--- config.mk ---
export PLATFORM = sky130hd
export DESIGN_NAME = flash_ws_ctrl
export DESIGN_NICKNAME = d
export VERILOG_FILES = /design/src/rtl/flash_ws_pkg.sv /design/src/rtl/ws_cfg_reg.sv /design/src/rtl/ws_mode_dec.sv /design/src/rtl/ws_stall_fsm.sv /design/src/rtl/ws_cache_policy.sv /design/src/rtl/flash_ws_ctrl.sv
export SDC_FILE = /design/constraint.sdc
export NUM_CORES = 1
export LEC_CHECK = 0
export ABC_CLOCK_PERIOD_IN_PS = 1500
export CORE_MARGIN = 3
export CORE_UTILIZATION = 30
export CTS_CLUSTER_SIZE = 10
export DETAILED_ROUTE_END_ITERATION = 7
export PLACE_DENSITY = 0.92
export SYNTH_ARGS = -nofsm -noshare
export SYNTH_HDL_FRONTEND = slang
export SYNTH_SLANG_ARGS = --single-unit
export TNS_END_PERCENT = 30
--- constraint.sdc ---
create_clock -name clk_i -period 1.5 [get_ports clk_i]
set_input_delay 0.15 -clock clk_i [delete_from_list [all_inputs] [get_ports clk_i]]
set_output_delay 0.15 -clock clk_i [all_outputs]
set_load 0.1 [all_outputs]
--- src/rtl/flash_ws_pkg.sv ---
package flash_ws_pkg;
  localparam int CFG_W = 32;

  typedef enum logic [1:0] {
    RGN_FLASH = 2'd0,
    RGN_EXT   = 2'd1,
    RGN_RAM   = 2'd2,
    RGN_OTHER = 2'd3
  } region_e;

  typedef struct packed {
    logic [1:0] bus_prio;
    logic       ram_cen;
    logic       ext_cdis;
    logic       irq_cdis;
    logic       auto_inv_dis;
    logic       flash_cdis;
    logic [2:0] mode;
  } cfg_t;

  localparam logic [2:0] MODE_RESET = 3'd1;
endpackage

--- src/rtl/ws_cfg_reg.sv ---
module ws_cfg_reg
  import flash_ws_pkg::*;
(
  input  logic             clk_i,
  input  logic             rst_ni,
  input  logic             we_i,
  input  logic [CFG_W-1:0] wdata_i,
  output cfg_t             cfg_o,
  output logic [CFG_W-1:0] rdata_o
);
  cfg_t cfg_q;
  logic unused_rsvd;
  assign unused_rsvd = ^{wdata_i[31:18], wdata_i[15:8]};

  always_ff @(posedge clk_i or negedge rst_ni) begin
    if (!rst_ni) begin
      cfg_q      <= '0;
      cfg_q.mode <= MODE_RESET;
    end else if (we_i) begin
      cfg_q <= {wdata_i[17:16], wdata_i[7:0]};
    end
  end

  assign cfg_o   = cfg_q;
  assign rdata_o = {14'd0, cfg_q.bus_prio, 8'd0, cfg_q[7:0]};

  a_r9_rsvd_zero: assert property (@(posedge clk_i) disable iff (!rst_ni)
    we_i |=> (rdata_o[31:18] == '0) && (rdata_o[15:8] == '0));
endmodule

--- src/rtl/ws_mode_dec.sv ---
module ws_mode_dec #(
  parameter int WS_W = 2
) (
  input  logic [2:0]      mode_i,
  output logic [WS_W-1:0] ws_o,
  output logic            supp_o
);
  always_comb begin
    unique case (mode_i)
      3'd0: begin ws_o = WS_W'(0); supp_o = 1'b0; end
      3'd1: begin ws_o = WS_W'(1); supp_o = 1'b0; end
      3'd2: begin ws_o = WS_W'(0); supp_o = 1'b1; end
      3'd3: begin ws_o = WS_W'(1); supp_o = 1'b1; end
      3'd4: begin ws_o = WS_W'(2); supp_o = 1'b0; end
      default: begin ws_o = WS_W'(2); supp_o = 1'b1; end // 5, and 6/7 fall to safest
    endcase
  end

  always_comb begin
    a_r2_ws_bound: assert (ws_o <= WS_W'(2));
  end
endmodule

--- src/rtl/ws_stall_fsm.sv ---
module ws_stall_fsm #(
  parameter int WS_W   = 2,
  parameter int DATA_W = 32
) (
  input  logic              clk_i,
  input  logic              rst_ni,
  input  logic              req_i,
  input  logic              fast_i,
  input  logic [WS_W-1:0]   ws_i,
  input  logic [DATA_W-1:0] mem_rdata_i,
  input  logic [DATA_W-1:0] fast_rdata_i,
  output logic              ready_o,
  output logic [DATA_W-1:0] rdata_o
);
  logic            busy_q;
  logic [WS_W-1:0] cnt_q;
  logic            zero_wait;

  assign zero_wait = fast_i | (ws_i == '0);

  // wait count latched at start; later mode writes cannot stretch this access
  always_ff @(posedge clk_i or negedge rst_ni) begin
    if (!rst_ni) begin
      busy_q <= 1'b0;
      cnt_q  <= '0;
    end else if (!busy_q) begin
      if (req_i && !zero_wait) begin
        busy_q <= 1'b1;
        cnt_q  <= ws_i - WS_W'(1);
      end
    end else if (cnt_q == '0) begin
      busy_q <= 1'b0;
    end else begin
      cnt_q <= cnt_q - WS_W'(1);
    end
  end

  assign ready_o = busy_q ? (cnt_q == '0) : (req_i & zero_wait);
  assign rdata_o = !ready_o ? '0 : ((!busy_q && fast_i) ? fast_rdata_i : mem_rdata_i);

  a_r3_start_stalls: assert property (@(posedge clk_i) disable iff (!rst_ni)
    $rose(busy_q) |-> $past(req_i) && !$past(ready_o));
  a_r11_count_steps: assert property (@(posedge clk_i) disable iff (!rst_ni)
    busy_q && (cnt_q != '0) |=> busy_q && (cnt_q == $past(cnt_q) - WS_W'(1)));
  a_r3_release_once: assert property (@(posedge clk_i) disable iff (!rst_ni)
    busy_q && ready_o |=> !busy_q);
endmodule

--- src/rtl/ws_cache_policy.sv ---
module ws_cache_policy
  import flash_ws_pkg::*;
(
  input  cfg_t       cfg_i,
  input  logic       req_i,
  input  logic       fetch_i,
  input  logic [1:0] region_i,
  input  logic       irq_ctx_i,
  input  logic       vec_fetch_i,
  output logic       lookup_o,
  output logic       use_o
);
  localparam int N_RGN = 4;
  logic [N_RGN-1:0] rgn_en;

  for (genvar g = 0; g < N_RGN; g++) begin : g_rgn
    if (g == int'(RGN_FLASH))     begin : g_fl assign rgn_en[g] = ~cfg_i.flash_cdis; end
    else if (g == int'(RGN_EXT))  begin : g_ex assign rgn_en[g] = ~cfg_i.ext_cdis;   end
    else if (g == int'(RGN_RAM))  begin : g_rm assign rgn_en[g] = cfg_i.ram_cen;     end
    else                          begin : g_ot assign rgn_en[g] = 1'b0;              end
  end

  assign lookup_o = req_i & fetch_i & rgn_en[region_i];
  assign use_o    = lookup_o & ~(cfg_i.irq_cdis & (irq_ctx_i | vec_fetch_i));
endmodule

--- src/rtl/flash_ws_ctrl.sv ---
module flash_ws_ctrl
  import flash_ws_pkg::*;
#(
  parameter int DATA_W = 32,
  parameter int WS_W   = 2
) (
  input  logic              clk_i,
  input  logic              rst_ni,
  input  logic              cfg_we_i,
  input  logic [31:0]       cfg_wdata_i,
  output logic [31:0]       cfg_rdata_o,
  input  logic              req_i,
  input  logic              fetch_i,
  input  logic [1:0]        region_i,
  input  logic              irq_ctx_i,
  input  logic              vec_fetch_i,
  input  logic              cache_hit_i,
  input  logic [DATA_W-1:0] cache_rdata_i,
  input  logic [DATA_W-1:0] mem_rdata_i,
  output logic              ready_o,
  output logic [DATA_W-1:0] rdata_o,
  input  logic              cond_br_pf_i,
  input  logic              br_in_exec_i,
  output logic              pf_hold_o,
  input  logic              wr_evt_i,
  input  logic              erase_evt_i,
  output logic              cache_lookup_o,
  output logic              cache_use_o,
  output logic              cache_invalidate_o,
  output logic              perf_cnt_o,
  output logic [1:0]        bus_prio_o
);
  cfg_t            cfg;
  logic [WS_W-1:0] ws;
  logic            supp;
  logic            inval_q;

  ws_cfg_reg i_cfg (
    .clk_i, .rst_ni, .we_i(cfg_we_i), .wdata_i(cfg_wdata_i),
    .cfg_o(cfg), .rdata_o(cfg_rdata_o)
  );

  ws_mode_dec #(.WS_W(WS_W)) i_dec (.mode_i(cfg.mode), .ws_o(ws), .supp_o(supp));

  ws_cache_policy i_pol (
    .cfg_i(cfg), .req_i, .fetch_i, .region_i, .irq_ctx_i, .vec_fetch_i,
    .lookup_o(cache_lookup_o), .use_o(cache_use_o)
  );

  ws_stall_fsm #(.WS_W(WS_W), .DATA_W(DATA_W)) i_fsm (
    .clk_i, .rst_ni, .req_i,
    .fast_i(cache_use_o & cache_hit_i),
    .ws_i(ws), .mem_rdata_i, .fast_rdata_i(cache_rdata_i),
    .ready_o, .rdata_o
  );

  always_ff @(posedge clk_i or negedge rst_ni) begin
    if (!rst_ni) inval_q <= 1'b0;
    else         inval_q <= (wr_evt_i | erase_evt_i) & ~cfg.auto_inv_dis;
  end

  assign cache_invalidate_o = inval_q;
  assign pf_hold_o          = supp & cond_br_pf_i & ~br_in_exec_i;
  assign perf_cnt_o         = ready_o & cache_use_o;
  assign bus_prio_o         = cfg.bus_prio;

  a_r8_inval_cause: assert property (@(posedge clk_i) disable iff (!rst_ni)
    cache_invalidate_o |-> $past(wr_evt_i | erase_evt_i));
  a_r5_hold_needs_branch: assert property (@(posedge clk_i) disable iff (!rst_ni)
    pf_hold_o |-> cond_br_pf_i && !br_in_exec_i);
  a_r7_use_needs_lookup: assert property (@(posedge clk_i) disable iff (!rst_ni)
    cache_use_o |-> cache_lookup_o && !(cfg_rdata_o[5] && (irq_ctx_i || vec_fetch_i)));
endmodule

==> results of run 1 <==
==> worst max-delay path: cells and delay by family <==
kind / cells / cell delay, ns
AND/OR/NAND/NOR: 2 / 0.26
AO/OA/AOI/OAI: 2 / 0.57
buffers and inverters: 4 / 1.03
==> where the power goes <==
| part | leakage, nW | total (mW) | switching [mW] | internal, mW |
|---|---|---|---|---|
| logic | 1.39 | 5.44 | 3.55 | 1.89 |
| clock network | 0.0228 | 0.317 | 0.129 | 0.188 |
| registers | 0.162 | 0.492 | 0.0490 | 0.443 |
==> layout by cell type, fill, tap and decap left out, types with 3 or more instances in the layout <==
master | netlist | routed
buf_4 | 24 | 20
conb_1 | 1 | 22
clkdlybuf4s50_1 | 0 | 86
o31ai_2 | 0 | 31
nand4_1 | 32 | 32
clkbuf_8 | 0 | 3
a211oi_4 | 0 | 32
mux2_2 | 10 | 10
nor2_1 | 6 | 3
dfrtp_1 | 13 | 7
buf_12 | 0 | 60
dfrtp_4 | 0 | 4
==> layout make-up <==
type / instances / area (sq um)
inverters: 2 / 7.51
fillers: 294 / 1160
repair buffers: 172 / 2300
well taps: 72 / 90.1
flip-flops and latches: 14 / 373
multi-input cells: 160 / 1770
clock buffers: 4 / 45.0
==> logic make-up (layout without fill, tap and decap cells) <==
kind of cell / count (synthesis) / count (layout) / share of synthesized area (%)
AO/OA/AOI/OAI: 77 / 77 / 39.9
AND/OR/NAND/NOR: 50 / 50 / 15.8
multiplexers: 11 / 11 / 6.64
buffers and inverters: 54 / 178 / 18.5
flip-flops: 14 / 14 / 19.0
other: 1 / 22 / 0.203
==> flip-flops by register name (all words and copies together), names as in the netlist <==
register,count
cache_invalidate_o,1
i_cfg.cfg_o,10
i_fsm.busy_q,1
i_fsm.cnt_q,2
==> stage by stage <==
step           cells  power [mW]
4_1_cts          422        6.20
3_5_place_dp     418        5.78
6_report         424        6.25
5_1_grt          424        6.45
2_1_floorplan    228        3.99
3_3_place_gp     418        5.72
==> how the worst max path moves through the flow <==
stage                   start     endpoint  slack [ns]  cells past startpoint
2_1_floorplan  i_cfg.cfg_o[6]  rdata_o[10]       -1.02                      6
3_3_place_gp      region_i[0]  rdata_o[14]       -0.68                      7
3_5_place_dp      region_i[0]  rdata_o[15]       -0.75                      7
4_1_cts        i_cfg.cfg_o[3]  rdata_o[25]       -0.62                      7
5_1_grt        i_cfg.cfg_o[7]  rdata_o[18]       -0.73                      7
6_report                req_i  rdata_o[18]       -0.66                      8
==> timing repair <==
item                       4_1_cts  5_1_grt
setup endpoints to repair       40       40
gates cloned                     0        1
setup buffers                    0        1
gates resized for setup         41       12
pin swaps                       30       13
==> routing by layer <==
layer	global-route usage, %	part of all wire [%]	up-vias
met3	4.22	8.5	22
li1	-	-	1043
met5	0	0	-
met2	42.1	55	131
met1	25.0	34	1176
met4	7.77	3.2	0
==> impl_summary.log, run 1 <==
INFO  metric ctsHtreeMaxLevel = 1
INFO  metric timing.critical_path.to_type = output port
INFO  metric regToRegEndpoint = i_fsm.cnt_q[0]
INFO  metric initial_antenna_violation_count = 0
INFO  metric tritoncts = built
INFO  metric cts_num_sinks = 14
INFO  metric synth-main-ff-cell = dfrtp_1
INFO  metric yosys.cell_types.count = 33
INFO  metric final_max_slew_viol_count = 0
INFO  metric finalCritPeriodShare = 144%
INFO  metric async_reset_ff_share = 100%
INFO  metric kind_of_launch_point_of_the_worst_setup_path = input pin
INFO  metric cts_root_buffer = clkbuf_8
INFO  metric crit_path_max_incr_delay = 0.52 ns
INFO  metric leakage = ~1.6 nW
INFO  metric grt_pass1_vias = 2516
INFO  metric cts_inserted_buffers = 3
INFO  metric cts_max_path_buffers = 2
INFO  metric grt_remaining_overflow = 0
INFO  metric clock_insertion_delay_worst_skew = about 0.24 ns
INFO  metric postLayoutCoreUtil = 79.8%
INFO  metric cts.hold.buffers_added = 0
INFO  metric post-synth-top-area-cell = a211oi_2
INFO  metric drc_errors = 0
INFO  metric dpl-instance-area = about 4300 sq um
INFO  metric grt_pass1_wl = around 13000 um
INFO  metric grt_start_max_net_pins = 33
INFO  metric synthCells = ~210
INFO  metric route.detailed.vias_per_inst = 5.59
INFO  metric violations = negative setup slack
INFO  metric finish.instance_area = 4590 sq um
INFO  metric die_width = roughly 84 um
INFO  metric detailedRoute.firstPassIterationCount = 4
INFO  metric crit_path_cell_trace = clkdlybuf4s50_1, nand2_2, a21oi_4, buf_4, buf_12, nand4_1, a211oi_4, buf_12
INFO  metric timing.critical_path.fanout_max = 13
INFO  metric mappedNetlistArea = approximately 1800 sq um
INFO  metric placement.io_buffers = about 140
INFO  metric hold-worst-slack = 0.218 ns
INFO  metric rsz0062_at_grt = yes
INFO  metric final-setup-viol-count = 38
INFO  metric run_status = finished, violations left
INFO  metric ir_drop = 1080 uV
INFO  metric synth.avg_cell_area = around 8.9 sq um
INFO  metric diodes = 0
INFO  metric synth_top_cells_by_count = nand4_1 (32), o31ai_1 (32), a211oi_2 (29)
INFO  metric ys.warnings.count = 0
INFO  metric route.detailed.wl_per_inst = ~20 um
INFO  metric ant_nets = 0
INFO  metric arrival = ~2 ns
INFO  metric detailedRoute.firstIterationViolations = roughly 140
INFO  metric synth_sequential_area_ratio = about a fifth
INFO  metric yosys.area.top_type_share = 19.6%
INFO  metric timing.rr.start = i_cfg.cfg_o[6]
INFO  metric die-height = 84.5 um
INFO  metric wl = 8450 um
INFO  metric placementRows = 27
INFO  metric synth.ff_latch_count = 14
INFO  metric synth_edf_count = 0
INFO  metric grtUsageTotal = between 20 and 25%
INFO  metric timing.setup.critical_path_class = input pin to output port
INFO  metric synthTopCellsByArea = a211oi_2 (20%), dfrtp_1 (18%), o31ai_1 (13%), nand4_1 (11%), buf_4 (9.7%)
INFO  metric worst_clock_skew = roughly 0.00027 ns
INFO  metric nNetsFinal = between 400 and 500
INFO  metric timing.final.ws_setup = -0.660 ns
INFO  metric synthToLayoutAreaGrowth = 148%
INFO  metric pre_cts_ws = -0.755 ns
INFO  metric clk_transition_reported_paths = approximately 0.060 ns
INFO  metric gp_congestion = 0.868
INFO  metric final-hold-violation-count = 0
INFO  metric crit_path_frequent_cell = buf_12
INFO  metric dp.final_hpwl = roughly 6400 um
INFO  metric die_area = just over 7000 sq um
INFO  metric min_period = 2.16 ns
INFO  metric r2r_cells = 5
INFO  metric timing.critical_path.required = around 1.4 ns
INFO  metric cellPowerDensity = between 1000 and 1500 nW/um^2
INFO  metric worst_hold_path_type = input pin to asynchronous set/reset pin
INFO  metric tns = -20.22 ns
INFO  metric max_clock_freq = between 0.4 and 0.5 GHz
INFO  metric drive_gt1_share = 52.8%
INFO  metric worst-r2r-setup-slack = -0.12 ns
INFO  metric num_vias = approximately 2400
INFO  metric io_pins = around 180
INFO  metric slowest_stage = clkdlybuf4s50_1
INFO  metric maxCapViolCount = 0
INFO  metric starting_density = between 30% and 40%
INFO  metric core_area = 5740 sq um
Power figures use the tool's default switching activity.
==> inputs of run 2 (changes only) <==
CORE_ASPECT_RATIO = 0.7   (was default)
==> impl_summary.log, run 2 (synthesis results as in run 1) <==
INFO  metric run_status = finished, violations left
INFO  metric violations = negative setup slack
INFO  metric arrival = 1.98 ns
INFO  metric clk_transition_reported_paths = 0.06 ns
INFO  metric grt_pass1_wl = roughly 14000 um
INFO  metric starting_density = approximately a third
INFO  metric timing.final.ws_setup = -0.627 ns
INFO  metric nNetsFinal = ~460
INFO  metric cts_max_path_buffers = 2
INFO  metric finalCritPeriodShare = 142%
INFO  metric io_pins = 182
INFO  metric wl = 9180 um
INFO  metric route.detailed.wl_per_inst = between 20 and 25 um
INFO  metric rsz0062_at_grt = yes
INFO  metric cellPowerDensity = around 1400 nW/um^2
INFO  metric final_max_slew_viol_count = 0
INFO  metric worst-r2r-setup-slack = -0.14 ns
INFO  metric placementRows = 23
INFO  metric cts_inserted_buffers = 3
INFO  metric tritoncts = built
INFO  metric synthToLayoutAreaGrowth = 153%
INFO  metric diodes = 0
INFO  metric dpl-instance-area = approximately 4300 sq um
INFO  metric worst_clock_skew = 0.00111 ns
INFO  metric final-hold-violation-count = 0
INFO  metric kind_of_launch_point_of_the_worst_setup_path = flop
INFO  metric initial_antenna_violation_count = 0
INFO  metric gp_congestion = about 0.83
INFO  metric grtUsageTotal = a little under a quarter
INFO  metric placement.io_buffers = about 140
INFO  metric dp.final_hpwl = 6220 um
INFO  metric final_cell_mix = clkdlybuf4s50_1 (85), buf_12 (61), nand4_1 (32), a211oi_4 (32), o31ai_2 (28)
INFO  metric final-setup-viol-count = 40
INFO  metric worst_hold_path_type = input pin to asynchronous set/reset pin
INFO  metric largest_register_ffs = 10
INFO  metric die_width = about 100 um
INFO  metric pre_cts_ws = -0.710 ns
INFO  metric drc_errors = 0
INFO  metric detailedRoute.firstIterationViolations = roughly 130
INFO  metric finish.instance_area = between 4000 and 5000 sq um
INFO  metric leakage = approximately 1.6 nW
INFO  metric core_area = about 6000 sq um
INFO  metric grt_remaining_overflow = 0
INFO  metric timing.critical_path.required = 1.35 ns
INFO  metric route.detailed.vias_per_inst = 5.55
INFO  metric ant_nets = 0
INFO  metric ctsHtreeMaxLevel = 1
INFO  metric timing.setup.critical_path_class = flop to output port
INFO  metric num_vias = between 2000 and 2500
INFO  metric ir_drop = approximately 940 uV
INFO  metric detailedRoute.firstPassIterationCount = 4
INFO  metric drive_gt1_share = 53.7%
INFO  metric grt_start_max_net_pins = 34
INFO  metric die-height = between 70 and 80 um
INFO  metric timing.critical_path.to_type = output port
INFO  metric layout_commonest_cell = clkdlybuf4s50_1
INFO  metric p_total = roughly 6.4 mW
INFO  metric hold-worst-slack = approximately 0.13 ns
INFO  metric cts_num_sinks = 14
INFO  metric maxCapViolCount = 0
INFO  metric die_area = ~7200 sq um
INFO  metric max_clock_freq = 0.470 GHz
INFO  metric tns = -21.22 ns
INFO  metric grt_pass1_vias = between 2000 and 3000
INFO  metric timing.critical_path.fanout_max = 21
INFO  metric cts_root_buffer = clkbuf_8
INFO  metric min_period = roughly 2.1 ns
INFO  metric clock_insertion_delay_worst_skew = 0.25 ns
-- run 2: power by group --
| group | leakage (nW) | internal [mW] | switching [mW] |
|---|---|---|---|
| Combinational | 1.42 | 1.95 | 3.63 |
| Sequential | 0.162 | 0.443 | 0.0478 |
| Clock | 0.0288 | 0.233 | 0.150 |
-- run 2: timing repair --
action | 4_1_cts | 5_1_grt
pin swaps | 48 | 1
endpoints found under the setup margin | 40 | 40
setup buffers | 1 | 0
gates resized for setup | 45 | 7
hold buffers | 0 | 0
gates cloned | 1 | 2
-- run 2: path summary, 6_finish.rpt --
path	startpoint	end	cells past startpoint
setup reg to reg	i_cfg.cfg_o[7]	i_fsm.cnt_q[1]	6
hold / removal	rst_ni	i_cfg.cfg_o[4]	1
min in group clk_i	wr_evt_i	cache_invalidate_o	3
setup / recovery	i_cfg.cfg_o[6]	rdata_o[22]	6
max in group asynchronous	rst_ni	i_cfg.cfg_o[5]	2
hold reg to reg	i_cfg.cfg_o[4]	cache_invalidate_o	1
-- run 2: area by class of cell --
type,count,area (sq um)
clock buffer,4,55.1
multi-input combinational,160,1800
inverter,2,7.51
timing repair buffer,172,2340
sequential,14,373
tap,75,93.8
fill,332,1170
-- run 2: per-layer routing --
| metal | wire [um] | track usage (%) | vias to the layer above |
|---|---|---|---|
| met1 | 3460 | 28.4 | 1182 |
| met2 | 4850 | 43.3 | 125 |
| li1 | - | - | 1042 |
| met5 | 0 | 0 | - |
| met3 | 656 | 4.18 | 20 |
| met4 | 214 | 6.52 | 0 |
-- run 2: stage by stage --
step,instances,utilization (%)
2_1_floorplan,228,-
3_3_place_gp,419,73.2
3_5_place_dp,419,73.2
4_1_cts,425,78.6
5_1_grt,427,80.0
6_report,427,80.0
-- run 2: critical path, stage by stage, from the launching register on --
cell,delay [ns]
dfrtp_4,0.48
mux2i_2,0.17
or2_4,0.20
a41oi_4,0.17
buf_12,0.24
a211oi_4,0.25
buf_12,0.21
